==> src/rtl/irq_pkg.sv <==
package irq_pkg;
  localparam int NSRC  = 3;
  localparam int PCW   = 13;
  localparam int DEPTH = 16;

  // Service address for source index idx: 4 * (idx + 1)
  function automatic logic [PCW-1:0] vec_of(input int idx);
    return PCW'((idx + 1) * 4);
  endfunction

  // One-hot grant, lowest index has the highest priority
  function automatic logic [NSRC-1:0] pick_first(input logic [NSRC-1:0] req);
    logic [NSRC-1:0] g;
    g = '0;
    for (int i = NSRC - 1; i >= 0; i--)
      if (req[i]) g = NSRC'(1) << i;
    return g;
  endfunction
endpackage

==> src/rtl/irq_regs.sv <==
module irq_regs #(
  parameter int NSRC = irq_pkg::NSRC
) (
  input  logic            clk,
  input  logic            rst_n,
  input  logic            we,
  input  logic [2*NSRC:0] wdata,
  input  logic [NSRC-1:0] evt,
  input  logic            ack,
  input  logic [NSRC-1:0] grant,
  input  logic            reti,
  output logic            master,
  output logic [NSRC-1:0] en,
  output logic [NSRC-1:0] flag
);
  logic            master_n;
  logic [NSRC-1:0] en_n, flag_n;

  always_comb begin
    master_n = we ? wdata[0] : master;
    en_n     = we ? wdata[NSRC:1] : en;
    flag_n   = we ? wdata[2*NSRC:NSRC+1] : flag;
    if (ack) begin
      master_n = 1'b0;
      flag_n   = flag_n & ~grant;
    end
    flag_n = flag_n | evt;
    if (reti) master_n = 1'b1;
  end

  always_ff @(posedge clk) begin
    if (!rst_n) begin
      master <= 1'b0;
      en     <= '0;
      flag   <= '0;
    end else begin
      master <= master_n;
      en     <= en_n;
      flag   <= flag_n;
    end
  end
endmodule

==> src/rtl/irq_arb.sv <==
module irq_arb #(
  parameter int NSRC = irq_pkg::NSRC,
  parameter int PCW  = irq_pkg::PCW
) (
  input  logic            stb,
  input  logic            master,
  input  logic [NSRC-1:0] en,
  input  logic [NSRC-1:0] flag,
  input  logic            stk_full,
  input  logic            busy,
  output logic            ack,
  output logic [NSRC-1:0] grant,
  output logic [PCW-1:0]  vec
);
  logic [NSRC-1:0] req;

  assign req   = en & flag;
  assign grant = irq_pkg::pick_first(req);
  assign ack   = stb & master & (|req) & ~stk_full & ~busy;

  always_comb begin
    vec = '0;
    for (int i = 0; i < NSRC; i++)
      if (grant[i]) vec = irq_pkg::vec_of(i);
  end
endmodule

==> src/rtl/ret_stack.sv <==
module ret_stack #(
  parameter int DEPTH = irq_pkg::DEPTH,
  parameter int W     = irq_pkg::PCW
) (
  input  logic         clk,
  input  logic         rst_n,
  input  logic         push,
  input  logic         pop,
  input  logic [W-1:0] din,
  output logic [W-1:0] top,
  output logic         full
);
  localparam int PTRW = $clog2(DEPTH);
  localparam int CNTW = $clog2(DEPTH + 1);
  localparam logic [CNTW-1:0] CMAX = CNTW'(DEPTH);

  logic [W-1:0]    mem [DEPTH];
  logic [PTRW-1:0] wp;
  logic [CNTW-1:0] cnt;
  logic [PTRW-1:0] rp;

  assign rp   = wp - PTRW'(1);
  assign full = (cnt == CMAX);
  assign top  = (cnt == '0) ? '0 : mem[rp];

  always_ff @(posedge clk) begin
    if (push) mem[wp] <= din;
  end

  always_ff @(posedge clk) begin
    if (!rst_n) begin
      wp  <= '0;
      cnt <= '0;
    end else if (push) begin
      wp <= wp + PTRW'(1);
      if (!full) cnt <= cnt + CNTW'(1);
    end else if (pop && cnt != '0) begin
      wp  <= rp;
      cnt <= cnt - CNTW'(1);
    end
  end
endmodule

==> src/rtl/irq_ctrl_top.sv <==
module irq_ctrl_top #(
  parameter int NSRC  = irq_pkg::NSRC,
  parameter int PCW   = irq_pkg::PCW,
  parameter int DEPTH = irq_pkg::DEPTH
) (
  input  logic           clk,
  input  logic           rst_n,
  input  logic           reg_we,
  input  logic [7:0]     reg_wdata,
  output logic [7:0]     reg_rdata,
  input  logic           ext_line,
  input  logic           tmr0_ovf,
  input  logic           tmr1_ovf,
  input  logic           phase_stb,
  input  logic           call_req,
  input  logic           ret_req,
  input  logic           reti_req,
  input  logic [PCW-1:0] pc_now,
  output logic           ack,
  output logic [PCW-1:0] vec_addr,
  output logic [PCW-1:0] top_pc
);
  localparam int REGW = 2 * NSRC + 1;

  logic            ext_q, ext_fall;
  logic            master, stk_full, busy, push, pop;
  logic [NSRC-1:0] en, flag, grant, evt;

  always_ff @(posedge clk) begin
    if (!rst_n) ext_q <= 1'b0;
    else        ext_q <= ext_line;
  end
  assign ext_fall = ext_q & ~ext_line;
  assign evt      = {tmr1_ovf, tmr0_ovf, ext_fall};

  assign busy = call_req | ret_req | reti_req;
  assign push = ack | call_req;
  assign pop  = (ret_req | reti_req) & ~call_req;

  irq_regs #(.NSRC(NSRC)) regs_i (
    .clk(clk), .rst_n(rst_n), .we(reg_we), .wdata(reg_wdata[REGW-1:0]),
    .evt(evt), .ack(ack), .grant(grant), .reti(reti_req),
    .master(master), .en(en), .flag(flag)
  );

  irq_arb #(.NSRC(NSRC), .PCW(PCW)) arb_i (
    .stb(phase_stb), .master(master), .en(en), .flag(flag),
    .stk_full(stk_full), .busy(busy), .ack(ack), .grant(grant), .vec(vec_addr)
  );

  ret_stack #(.DEPTH(DEPTH), .W(PCW)) stk_i (
    .clk(clk), .rst_n(rst_n), .push(push), .pop(pop), .din(pc_now),
    .top(top_pc), .full(stk_full)
  );

  assign reg_rdata = 8'({flag, en, master});
endmodule

==> config.mk <==
export PLATFORM = sky130hd
export DESIGN_NAME = irq_ctrl_top
export DESIGN_NICKNAME = d
export VERILOG_FILES = /design/src/rtl/irq_pkg.sv /design/src/rtl/irq_regs.sv /design/src/rtl/irq_arb.sv /design/src/rtl/ret_stack.sv /design/src/rtl/irq_ctrl_top.sv
export SDC_FILE = /design/constraint.sdc
export NUM_CORES = 1
export LEC_CHECK = 0
export ABC_AREA = 1
export BUFFER_PORTS_ARGS = -buffer_cell sky130_fd_sc_hd__buf_2
export CELL_PAD_IN_SITES_DETAIL_PLACEMENT = 2
export CELL_PAD_IN_SITES_GLOBAL_PLACEMENT = 2
export CORE_MARGIN = 1.5
export CORE_UTILIZATION = 41
export CTS_CLUSTER_DIAMETER = 40
export DETAILED_ROUTE_END_ITERATION = 10
export GPL_ROUTABILITY_DRIVEN = 0
export PLACE_DENSITY_LB_ADDON = 0.1
export SLEW_MARGIN = 20
export SYNTH_ARGS = -nofsm -noshare
export SYNTH_HDL_FRONTEND = slang
export SYNTH_SLANG_ARGS = --single-unit
==> constraint.sdc <==
create_clock -name clk -period 3.3 [get_ports clk]
set_input_delay 0.495 -clock clk [delete_from_list [all_inputs] [get_ports clk]]
set_output_delay 0.495 -clock clk [all_outputs]
set_load 0.01 [all_outputs]
* After elaboration in Yosys (flattened, before gate mapping) *
Memory sizes are Yosys's and may differ from the RTL's.
Index checks and enable logic that the tools add are counted.

storage, ports and cells
  ROM bits = 0
  latch bits = 0
  flip-flop bits (word level) = 17
  bits of input ports = 31
  memories kept = 1
  word-level logic and storage cells = 57
  RAM bits = 208
  output and inout bits = 35

cells by class
  bitwise gates (word level) = 18
  reduce and logical (&&, ||, !) cells = 7
  muxes and demuxes = 19
  eq/ne operators = 2
  multiply operators = 0
  shift-type cells = 0
  $add $sub $neg = 4
  div/mod/pow operators = 0
  magnitude comparators = 0

memories
  name       depth  bits a word  read ports  clocked after Yosys merged registers in  write ports  line             RTL
  stk_i.mem  16     13           1           0                                        1            ret_stack.sv:17  logic [W-1:0] mem [DEPTH];

operators by type and width
  cell                                              number
  two-way mux 3 bit                                 6
  two-way mux 4 bit                                 4
  two-way mux 5 bit                                 3
  two-way mux 13 bit                                1
  AND 1 bit                                         6
  AND 3 bit                                         2
  adder 5 x 1 -> 5 bit, second input constant       1
  == test 5 bit, second input constant              1
  logical NOT 5 bit                                 1
  two-way mux 1 bit                                 5
  nonzero test 5 bit                                1
  subtractor 5 x 1 -> 5 bit, second input constant  1
  adder 4 x 1 -> 4 bit, second input constant       1
  NOT 1 bit                                         4
  OR 1 bit                                          4
  subtractor 4 x 1 -> 4 bit, second input constant  1
  NOT 3 bit                                         1
  OR 3 bit                                          1
  nonzero test 3 bit                                1
  OR reduction 3 bit                                1
  inequality test 2 bit, second input constant      1
  AND reduction 2 bit                               1
  nonzero test 2 bit                                1
  logical AND 1 bit                                 1

* Logic depth before layout (Yosys ltp) *
Gate-level depths: netlist (run 1).

  depth in word-level cells = 8
  gate-level depth with buffers = 18

* Hierarchy *
A second synthesis (run 1) with hierarchy kept.

unflattened totals
  cell total of the unflattened synthesis = 914
  area, all modules = 9828.2 µm²

by module, submodules not included
  module        times used  cells an instance  area an instance (µm²)
  ret_stack     1           822                9270.1
  irq_regs      1           50                 315.3
  irq_arb       1           29                 167.7
  irq_ctrl_top  1           13                 75.1

* Least setup slack after synthesis (run 1) *
No wires, ideal clock.

  path type = reg-to-output
  start point = register stk_i.wp[0]
  end point = output port top_pc[5]
  slack = 579 ps
  required time = 2805 ps
  cell stages (with the launch flop) = 12
  path buffers = 4
  arrival time = 2226 ps
  cells stage by stage = dfxtp_1 -> buf_4 -> inv_4 -> buf_4 -> buf_2 -> ha_1 -> clkinv_1 -> clkbuf_1 -> a32o_1 -> o21ai_0 -> a21oi_1 -> nor3_1

between the ends
  word-level cells in the longest chain between the ends = 3

ends and longest elaborated chain
  element                    line                RTL
  from (decl)                ret_stack.sv:18     logic [PTRW-1:0] wp;
  from (signal assigned)     ret_stack.sv:35     wp <= wp + PTRW'(1);
  from (signal assigned)     ret_stack.sv:38     wp <= rp;
  subtractor 4 x 1 -> 4 bit  ret_stack.sv:22     assign rp = wp - PTRW'(1);
  memory read (16 x 13 bit)  n/a
  two-way mux 13 bit         ret_stack.sv:24     assign top = (cnt == '0) ? '0 : mem[rp];
  to (decl)                  irq_ctrl_top.sv:21  output logic [PCW-1:0] top_pc

Every way passes these cells.

* Worst setup path after layout (run 1) *
Same ends and word-level chain as after synthesis.

==> summary.txt, run 1 <==
Outcome
  • Outcome: finished, final reports clean

Clocking
  • CTS root buf: clkbuf_16
  • Number of CTS-inserted buffers: 38
  • CTS Buffer Depth: 3
  • H-tree lvl count: 2
  • Clk_lat worst skew: approximately 0.52 ns
  • Clock transition at the registers of the reported paths: about 0.050 ns
  • CTS tree: yes
  • CTS Sinks: 225

Layout
  • Commonest cells after routing, fill and taps aside: edfxtp_1, nand2_1, a21oi_1
  • Most common cell after layout, fill and taps aside: edfxtp_1
  • Nets: 909
  • Util after Layout: 51.24%
  • Area grow syn2layout: 22.83%
  • FF/Latch Area: 6591 um^2
  • Filler Cell Count: 2193
  • Area occupied by multi-input gates: 2485 um^2
  • Share of cells above drive strength 1: 21.95%
  • Non-filler cells in the finished layout: 1189
  • Final instance area: 11570 um^2

Worst setup path
  • Crit. End Element: output pin
  • Reg-to-Reg Start: stk_i.wp[0]
  • Max incr delay on CP: between 0.3 and 0.4 ns
  • Crit Path Category: register to output pin
  • Most used cell, CP: inv_4
  • Worst Reg-to-Reg Cells: 6
  • Critical Path RT: 2.80 ns
  • FF-to-FF End: stk_i.mem[6][2]
  • Worst EP arrival: 2.69 ns
  • CP Cell Sequence: inv_4 -> buf_8 -> ha_1 -> xnor2_2 -> inv_4 -> buf_12 -> o21ai_0 -> a21oi_1 -> nor3_1 -> buf_2
  • R2R setup slack: 0.98 ns
  • Critical Path Slowest Stage Cell: dfxtp_4
  • Worst setup SP type: register
  • Worst-path maximum fanout: 42

Die
  • Row cnt: 55
  • Core area: 22570 um^2
  • Die W: roughly 150 um
  • Starting density of the core: 41.72%
  • DIE AREA: 23890 um^2
  • Die Y: 154.6 um
  • Io pins: 66

Hold path
  • Hold Path Depth: 3
  • Hold Crit Start: ext_line
  • Worst min-delay path category: input pin to register
  • Hold Path End: ext_q

Timing
  • Setup TNS Final: 0 ns
  • Endpoints failing hold: 0
  • Clock skew after layout: 0.01334 ns
  • Min Hold Slack: 0.1925 ns
  • Setup Viol. Count Final: 0
  • Worst slew pin tran: 0.7362 ns
  • Setup ws final: 0.1148 ns
  • Period utilization: a little over nine tenths
  • Min Tclk post-route: roughly 3.2 ns
  • Slew Limit Fails: 0
  • Slew margin rel.: 50.92%
  • Fmax: ~310 MHz

Logic synthesis
  • Register bit count reported by yosys: around 230
  • Yosys synthesis warning count: 0
  • Synth Area per Inst: 12.04 um^2
  • Top_reg_cell synth: edfxtp_1
  • Adder-cell share of the synthesized area: less than 1%
  • FFs w/ async S/R, synth: 0%
  • Largest family of logic cells by synthesized area: compound AO/OA/AOI/OAI gates
  • Top post-synthesis cells by area: edfxtp_1, nand2_1, a21oi_1, dfxtp_1, o21ai_0
  • EDFF count, synth: ~210
  • Post-Synth Simple-Gate Area: ~11%
  • Mux cell area share after synthesis: 0%
  • Mapped cell area: 9417 um^2
  • Post-synthesis compound-gate area fraction: 12.74%
  • Cells after Synth: 782
  • Seq/Total Area, Yosys: 69.94%
  • Leading area contributor after synthesis: edfxtp_1
  • XOR/XNOR Fraction of Synth Area: 0.5315%
  • Yosys top cell area share: around 66%
  • Cell variety after synth: 37

Global route
  • Largest net degree at the start of global routing: 110
  • Initial antenna violation count: 2
  • Vias in the first global route: 7722
  • GRT Util Overall: 26.23%
  • Total gr overflow: 0
  • Global-route wire length before repair: 46.14 mm

Detailed routing
  • Vias: about 6800
  • Vias per inst: between 5 and 6
  • # DRC: 0
  • Final WL: 30.46 mm
  • Initial DRT Pass Iterations: 5
  • DR iter-0 viols: 404
  • DR WL/cell: 25.62 um
  • Routed Antenna Nets: 0

Place
  • Post-detail-place hpwl: 18.16 mm
  • IO Port Bufs: 52
  • Placed Cells: 1113
  • Placement Setup Slack: 0.3049 ns
  • Dpl cell area: 10120 um^2

Run
  • Max_cap viols: 0

Pwr
  • Leak: approximately 4.3 nW
  • Pwr dens: 827.5 nW/um^2
  • Overall power: about 9.6 mW
  • Max VDD drop: 0.4884 mV
-- final cells by class --
class | count | area share (%)
Sequential cell | 225 | 56.99
Multi-Input combinational cell | 476 | 21.48
Clock buffer | 44 | 8.968
Timing Repair Buffer | 98 | 6.015
Tap cell | 285 | 3.083
Clock inverter | 26 | 2.283
Inverter | 33 | 1.136
Antenna cell | 2 | 0.04327
-- Yosys cell counts (4+ instances only) --
library cell,n
a22oi_1,24
inv_1,24
clkbuf_1,19
nand3_2,4
ha_1,6
inv_2,7
nand2_1,164
nor3_1,12
edfxtp_1,208
a21oi_1,108
nand2_2,5
a32o_1,12
nor2_1,34
buf_2,21
dfxtp_1,17
nand3_1,27
a221oi_1,12
o21ai_0,36
buf_4,18
-- how the worst max path moves through the flow --
stage	from	end	cells past startpoint
final	stk_i.wp[0]	top_pc[5]	10
after global routing	stk_i.wp[0]	top_pc[9]	10
after CTS	stk_i.wp[1]	top_pc[8]	9
after detailed placement	stk_i.wp[0]	top_pc[3]	10
after global placement	stk_i.wp[0]	top_pc[3]	10
after floorplan	stk_i.wp[0]	top_pc[5]	11
-- critical path: cells and delay by family, from the launching register on --
kind                     cells  cell delay [ns]
AO/OA/AOI/OAI                2             0.35
XOR/XNOR                     1             0.16
adder cells (fa/ha/maj)      1             0.25
buffers and inverters        5             0.85
flip-flops                   1             0.36
AND/OR/NAND/NOR              1             0.22
-- state kept, by name, summed over array words and instances, names as in the netlist --
register,flops
ext_q,1
stk_i.cnt,5
regs_i.master,1
regs_i.flag,3
stk_i.wp,4
stk_i.mem,208
regs_i.en,3
-- cell families after synthesis --
group                    Yosys count
other                              1
AO/OA/AOI/OAI                    202
AND/OR/NAND/NOR                  252
XOR/XNOR                           4
buffers and inverters             92
adder cells (fa/ha/maj)            6
flip-flops                       225
-- power by group --
| group | internal (mW) | switching (mW) |
|---|---|---|
| Clock | 2.58 | 1.45 |
| Sequential | 3.24 | 0.0663 |
| Combinational | 0.770 | 1.47 |
-- layer usage --
metal	share of wire, %	track usage [%]	routed length [um]
met1	41	32.42	12590
met2	51	45.52	15570
met3	4.3	4.931	1308
met4	3.3	10.44	1000
met5	0	0	0
-- repair_timing --
item,4_1_cts,5_1_grt
setup endpoints to repair,13,11
cloned,1,0
hold buffers,0,0
pin swaps,1,1
buffers inserted,3,0
resized for setup,12,8
hold endpoints to repair,0,0
Note: power is estimated with default switching activity, not from simulation.
==> run 2, diff against run 1 <==
- BUFFER_PORTS_ARGS: -buffer_cell sky130_fd_sc_hd__buf_2 -> default
- CORE_UTILIZATION: 41 -> 42
- DONT_BUFFER_PORTS: default -> 1
- SETUP_SLACK_MARGIN: default -> 0.3
==> summary.txt, run 2 (same netlist as run 1, synthesis figures left out) <==
Outcome
  • Outcome: finished, final reports clean (unchanged)

Worst setup path
  • Worst setup SP type: register (unchanged)
  • Max incr delay on CP: 0.36 ns (about the same)
  • FF-to-FF End: stk_i.mem[2][6] (was stk_i.mem[6][2])
  • Reg-to-Reg Start: regs_i.flag[0] (was stk_i.wp[0])
  • Critical Path RT: 2.80 ns (about the same)
  • Worst-path maximum fanout: 17 (was 42)
  • WP depth: 10 (unchanged)
  • Worst Reg-to-Reg Cells: 7 (was 6)
  • Crit. End Element: output pin (unchanged)
  • Worst Setup EP: top_pc[5] (unchanged)
  • CP Cell Sequence: inv_6 -> buf_12 -> ha_2 -> xnor2_2 -> inv_2 -> buf_6 -> o21ai_1 -> a21oi_1 -> nor3_1 -> buf_4 (was inv_4 -> buf_8 -> ha_1 -> xnor2_2 -> inv_4 -> buf_12 -> o21ai_0 -> a21oi_1 -> nor3_1 -> buf_2)
  • Crit Path Category: register to output pin (unchanged)
  • Critical Path Slowest Stage Cell: dfxtp_4 (unchanged)
  • CP top delay family: buffers and inverters (unchanged)
  • R2R setup slack: 0.63 ns (was 0.98 ns)
  • CP Launch Point: stk_i.wp[0] (unchanged)
  • Worst EP arrival: 2.53 ns (was 2.69 ns)
  • Crit path buffers/inverters: 5 (unchanged)

Timing
  • Setup ws final: 0.2725 ns (was 0.1148 ns)
  • RSZ-0062 raised after global routing: yes
  • Setup Viol. Count Final: 0 (unchanged)
  • Period utilization: 91.74% (was 96.52%)
  • Slew margin rel.: 49.12% (was 50.92%)
  • Min Hold Slack: 0.06448 ns (was 0.1925 ns)
  • Slew Limit Fails: 0 (unchanged)
  • Clock skew after layout: 0.03789 ns (was 0.01334 ns)
  • Setup TNS Final: 0 ns (unchanged)
  • Min Tclk post-route: 3.028 ns (was 3.185 ns)
  • Fmax: 330.3 MHz (was 314.0 MHz)
  • Worst slew pin tran: 0.7604 ns (was 0.7362 ns)
  • Endpoints failing hold: 0 (unchanged)

Clocking
  • Number of CTS-inserted buffers: 36 (was 38)
  • Clock transition at the registers of the reported paths: 0.06 ns (was 0.05 ns)
  • CTS Buffer Depth: 3 (unchanged)
  • Clk_lat worst skew: 0.52 ns (about the same)
  • H-tree lvl count: 2 (unchanged)
  • CTS Sinks: 225 (unchanged)
  • CTS Hold Bufs: 0 (unchanged)
  • CTS root buf: clkbuf_16 (unchanged)
  • CTS tree: yes (unchanged)

Global route
  • Initial antenna violation count: 0 (was 2)
  • Largest net degree at the start of global routing: 110 (unchanged)
  • Vias in the first global route: 7369 (was 7722)
  • Total gr overflow: 0 (unchanged)
  • Global-route wire length before repair: 46.00 mm (was 46.14 mm)
  • GRT Util Overall: 26.62% (was 26.23%)

Layout
  • Share of cells above drive strength 1: 21.84% (was 21.95%)
  • N_diodes: 0 (was 2)
  • Most common cell after layout, fill and taps aside: edfxtp_1 (unchanged)
  • Max reg flops: 208 (unchanged)
  • Largest register by flop count: stk_i.mem (unchanged)
  • Biggest regs: stk_i.mem: 208 flops, stk_i.cnt: 5 flops, stk_i.wp: 4 flops (unchanged)
  • Area grow syn2layout: 23.12% (was 22.83%)
  • Commonest cells after routing, fill and taps aside: edfxtp_1, nand2_1, a21oi_1 (unchanged)
  • Filler Cell Count: 2099 (was 2193)
  • Nets: 874 (was 909)
  • Non-filler cells in the finished layout: 1141 (was 1189)

Die
  • Die W: 152.7 um (was 154.6 um)
  • Io pins: 66 (unchanged)
  • Die Y: 152.7 um (was 154.6 um)
  • Row cnt: 54 (was 55)
  • Core area: 21890 um^2 (was 22570 um^2)
  • DIE AREA: 23330 um^2 (was 23890 um^2)
  • Starting density of the core: 43.02% (was 41.72%)

Detailed routing
  • Initial DRT Pass Iterations: 5 (unchanged)
  • Final WL: 31.01 mm (was 30.46 mm)
  • # DRC: 0 (unchanged)
  • DR iter-0 viols: 399 (was 404)
  • Vias: 6650 (was 6780)
  • DR WL/cell: 27.18 um (was 25.62 um)
  • Routed Antenna Nets: 0 (unchanged)
  • Vias per inst: 5.828 (was 5.702)

Place
  • Placement Setup Slack: 0.2726 ns (was 0.3049 ns)
  • IO Port Bufs: 0 (was 52)
  • Post-detail-place hpwl: 17.41 mm (was 18.16 mm)
  • Placed Cells: 1069 (was 1113)

Run
  • Max_cap viols: 0 (unchanged)

Pwr
  • Leak: 4.260 nW (was 4.330 nW)
  • Overall power: 9.627 mW (was 9.570 mW)
  • Max VDD drop: 0.4736 mV (was 0.4884 mV)
  • Pwr dens: 830.3 nW/um^2 (was 827.5 nW/um^2)

Hold path
  • Hold Path Depth: 0 (was 3)
  • Worst min-delay path category: input pin to register (unchanged)
==> run 2: cell count changes in the layout (fill, tap and decap cells not counted), sizes merged <==
cell | previous run | this run
buf | 97 | 61
diode | 2 | 0
clkinvlp | 7 | 3
bufbuf | 1 | 3
clkinv | 14 | 10
inv | 34 | 35
==> run 2: worst min-delay path by stage <==
stage / endpoint / from / slack (ns)
global placement: regs_i.flag[0] / ext_q / 0.45
detailed placement: regs_i.flag[0] / ext_q / 0.46
finish: stk_i.mem[0][10] / pc_now[10] / 0.06
floorplan: regs_i.flag[0] / ext_q / 0.43
global route: stk_i.mem[12][10] / pc_now[10] / 0.06
CTS: stk_i.mem[12][10] / pc_now[10] / 0.06
==> run 2: layout make-up <==
class / instances / area [um^2] / share of cell area, %
sequential: 225 / 6595 / 56.89
multi-input combinational: 476 / 2619 / 22.59
timing repair buffer: 65 / 698.2 / 6.022
clock buffer: 43 / 978.4 / 8.439
inverter: 33 / 138.9 / 1.198
tap: 280 / 350.3 / 3.022
clock inverter: 19 / 214.0 / 1.845
==> run 2: stage by stage <==
stage / instance area [um^2] / util (%)
global placement: 9940 / 45.40
floorplan: 9458 / -
global route: 11590 / 52.96
CTS: 11480 / 52.43
detailed placement: 9940 / 45.40
finish: 11590 / 52.96
==> run 2: timing repair <==
item                       4_1_cts  5_1_grt
setup buffers                    5        1
gates resized for setup         56       21
pin swaps                       10        5
setup endpoints to repair       13       13
gates cloned                     3        1
==> run 2: layer usage <==
metal | share of wire [%] | GRT usage (%) | up-vias | wire length (um)
met2 | 51 | 45.95 | 189 | 15770
met1 | 41 | 32.73 | 3442 | 12670
li1 | - | - | 2956 | -
met3 | 5.2 | 5.375 | 63 | 1597
met5 | 0 | 0 | - | 0
met4 | 3.1 | 10.67 | 0 | 970
==> run 2: report_power, final <==
| part | internal, mW | switching [mW] |
|---|---|---|
| sequential | 3.24 | 0.0713 |
| combinational | 0.991 | 1.57 |
| clock | 2.42 | 1.33 |
| total | 6.65 | 2.97 |
==> run 3, diff against run 2 <==
- GPL_ROUTABILITY_DRIVEN: 0 -> default
- PLACE_DENSITY: default -> 0.84
- PLACE_DENSITY_LB_ADDON: 0.1 -> default
- clock period: 3.3 -> 3.01 ns (I/O delays scaled with it)
==> summary.txt, run 3 (same netlist as run 1, synthesis figures left out) <==
Clocking
  • CTS root buf: clkbuf_16 (unchanged)
  • CTS Sinks: 225 (unchanged)
  • CTS tree: yes (unchanged)
  • Clock transition at the registers of the reported paths: 0.07 ns (was 0.06 ns)
  • CTS Buffer Depth: 3 (unchanged)
  • Number of CTS-inserted buffers: 36 (unchanged)
  • H-tree lvl count: 2 (unchanged)
  • Clk_lat worst skew: 0.54 ns (was 0.52 ns)

Die
  • Starting density of the core: 43.02% (unchanged)
  • Row cnt: 54 (unchanged)
  • Die Y: 152.7 um (unchanged)
  • Io pins: 66 (unchanged)
  • DIE AREA: 23330 um^2 (unchanged)
  • Core area: 21890 um^2 (unchanged)
  • Die W: 152.7 um (unchanged)

Detailed routing
  • Initial DRT Pass Iterations: 5 (unchanged)
  • Final WL: 43.45 mm (was 31.01 mm)
  • Routed Antenna Nets: 0 (unchanged)
  • DR WL/cell: 37.26 um (was 27.18 um)
  • DR iter-0 viols: 747 (was 399)
  • Vias per inst: 6.429 (was 5.828)
  • # DRC: 0 (unchanged)
  • Vias: 7496 (was 6650)

Pwr
  • Overall power: 11.84 mW (was 9.627 mW)
  • Leak: 4.454 nW (was 4.260 nW)
  • Pwr dens: 962.1 nW/um^2 (was 830.3 nW/um^2)
  • Net Switching: 4.169 mW (was 2.972 mW)
  • Net Sw Frac: 35.22% (was 30.87%)
  • Max VDD drop: 0.4496 mV (was 0.4736 mV)
  • Internal power: 7.669 mW (was 6.654 mW)
  • Reg power frac: 30.9% (was 34.4%)
  • Clk network pwr share: 35.9% (was 39.0%)
  • Gate power share: 33.2% (was 26.6%)

Worst setup path
  • Crit Path Category: register to output pin (unchanged)
  • Crit. End Element: output pin (unchanged)
  • Worst setup SP type: register (unchanged)
  • FF-to-FF End: stk_i.mem[11][11] (was stk_i.mem[2][6])
  • R2R setup slack: 0.33 ns (was 0.63 ns)
  • Worst-path maximum fanout: 8 (was 17)
  • Reg-to-Reg Start: regs_i.en[0] (was regs_i.flag[0])
  • Max incr delay on CP: 0.38 ns (was 0.36 ns)
  • CP Cell Sequence: inv_8 -> ha_4 -> inv_8 -> buf_12 -> clkbuf_16 -> a21oi_2 -> a21oi_2 -> a221oi_2 -> nor3_2 -> buf_4 (was inv_6 -> buf_12 -> ha_2 -> xnor2_2 -> inv_2 -> buf_6 -> o21ai_1 -> a21oi_1 -> nor3_1 -> buf_4)
  • Critical Path Slowest Stage Cell: dfxtp_4 (unchanged)
  • Worst EP arrival: 2.57 ns (was 2.53 ns)
  • Worst Reg-to-Reg Cells: 7 (unchanged)
  • Critical Path RT: 2.56 ns (was 2.80 ns)

Place
  • IO Port Bufs: 0 (unchanged)
  • Final GP Congestion: 0.8702
  • Post-detail-place hpwl: 19.65 mm (was 17.41 mm)

Hold path
  • Hold Path End: stk_i.mem[10][4] (was stk_i.mem[0][10])
  • Worst min-delay path category: input pin to register (unchanged)
  • Hold Crit Start: pc_now[4] (was pc_now[10])
  • Hold Path Depth: 0 (unchanged)

Global route
  • Global-route wire length before repair: 60.40 mm (was 46.00 mm)
  • GRT Util Overall: 36.76% (was 26.62%)
  • Vias in the first global route: 8234 (was 7369)
  • Initial antenna violation count: 0 (unchanged)
  • Total gr overflow: 0 (unchanged)
  • Largest net degree at the start of global routing: 72 (was 110)

Layout
  • Area grow syn2layout: 30.67% (was 23.12%)
  • N_diodes: 0 (unchanged)
  • Share of cells above drive strength 1: 28.44% (was 21.84%)
  • Util after Layout: 56.21% (was 52.96%)
  • Biggest regs: stk_i.mem: 208 flops, stk_i.cnt: 5 flops, stk_i.wp: 4 flops (unchanged)
  • Max reg flops: 208 (unchanged)
  • Commonest cells after routing, fill and taps aside: edfxtp_1, nand2_1, a21oi_1 (unchanged)
  • Most common cell after layout, fill and taps aside: edfxtp_1 (unchanged)
  • Largest register by flop count: stk_i.mem (unchanged)
  • Nets: 898 (was 874)

Timing
  • Fmax: around 330 MHz
  • Slew Limit Fails: 0 (unchanged)
  • Endpoints failing hold: 0 (unchanged)
  • Min Tclk post-route: 3.026 ns
  • Setup ws final: -0.01603 ns (was 0.2725 ns)
  • Worst slew pin tran: 0.5735 ns (was 0.7604 ns)
  • RSZ-0062 raised after global routing: yes (unchanged)
  • Clock skew after layout: 0.04344 ns (was 0.03789 ns)
  • Slew margin rel.: 61.62% (was 49.12%)
  • Setup Viol. Count Final: 3 (was 0)
  • Period utilization: 100.5%

Outcome
  • Failing checks: negative setup slack
  • Outcome: finished, violations left (was finished, final reports clean)

Run
  • Max_cap viols: 0 (unchanged)
-- run 3: repair_timing --
item                                    4_1_cts  5_1_grt
hold buffers                                  0        3
buffers inserted                             18        2
pin swaps                                    25        4
endpoints found under the setup margin       13       13
gates resized for setup                     132       30
hold endpoints to repair                      0        6
cloned                                       10        2
-- run 3: power by group through the flow --
stage / Clock (mW) / Combinational, mW / Sequential (mW)
2_1_floorplan: 0 / 1.33 / 3.66
3_3_place_gp: 0 / 2.12 / 3.67
3_5_place_dp: 0 / 2.32 / 3.69
4_1_cts: 4.16 / 3.49 / 3.65
5_1_grt: 4.37 / 4.02 / 3.66
6_report: 4.25 / 3.93 / 3.66
-- run 3: critical path: cells and delay by family (launching register included) --
| kind | cells | cell delay (ns) |
|---|---|---|
| adder cells (fa/ha/maj) | 1 | 0.33 |
| AO/OA/AOI/OAI | 3 | 0.60 |
| buffers and inverters | 5 | 0.65 |
| flip-flops | 1 | 0.38 |
| AND/OR/NAND/NOR | 1 | 0.09 |
-- run 3: cell type report --
cell class | count | area [um^2]
clock buffer | 43 | 948.4
fill | 1966 | 9587
timing repair inverter | 1 | 6.256
tap | 280 | 350.3
clock inverter | 20 | 212.7
sequential | 225 | 6595
multi-input combinational | 476 | 3009
inverter | 33 | 151.4
timing repair buffer | 88 | 1031
-- run 3: metal layers --
layer  wire [um]  vias up  track usage (%)
li1            -     2999                -
met1       15820     3869            41.85
met2       21570      473            61.48
met3        3362      155            9.499
met4        2700        0            23.63
met5           0        -                0
-- run 3: how the worst max path moves through the flow --
stage	startpoint	slack, ns	depth (start not counted)	to
after CTS	stk_i.wp[0]	0.04	10	top_pc[12]
after detailed placement	stk_i.wp[0]	0.11	10	top_pc[0]
after floorplan	stk_i.wp[0]	0.33	11	top_pc[5]
after global routing	stk_i.wp[0]	-0.04	10	top_pc[3]
after global placement	stk_i.wp[0]	0.31	10	top_pc[8]
final	stk_i.wp[0]	-0.02	10	top_pc[10]
-- run 3: metrics by stage --
stage	hold WS, ns	cells	setup slack (ns)	setup TNS [ns]	area (um^2)
after floorplan	0.4287	793	0.3322	0	9458
after global placement	0.4422	1068	0.3075	0	9945
after detailed placement	0.4643	1068	0.1082	0	9945
after CTS	0.01002	1159	0.03767	0	12070
after global routing	0.001980	1166	-0.04383	-0.1320	12300
final	0.001787	1166	-0.01603	-0.03587	12300
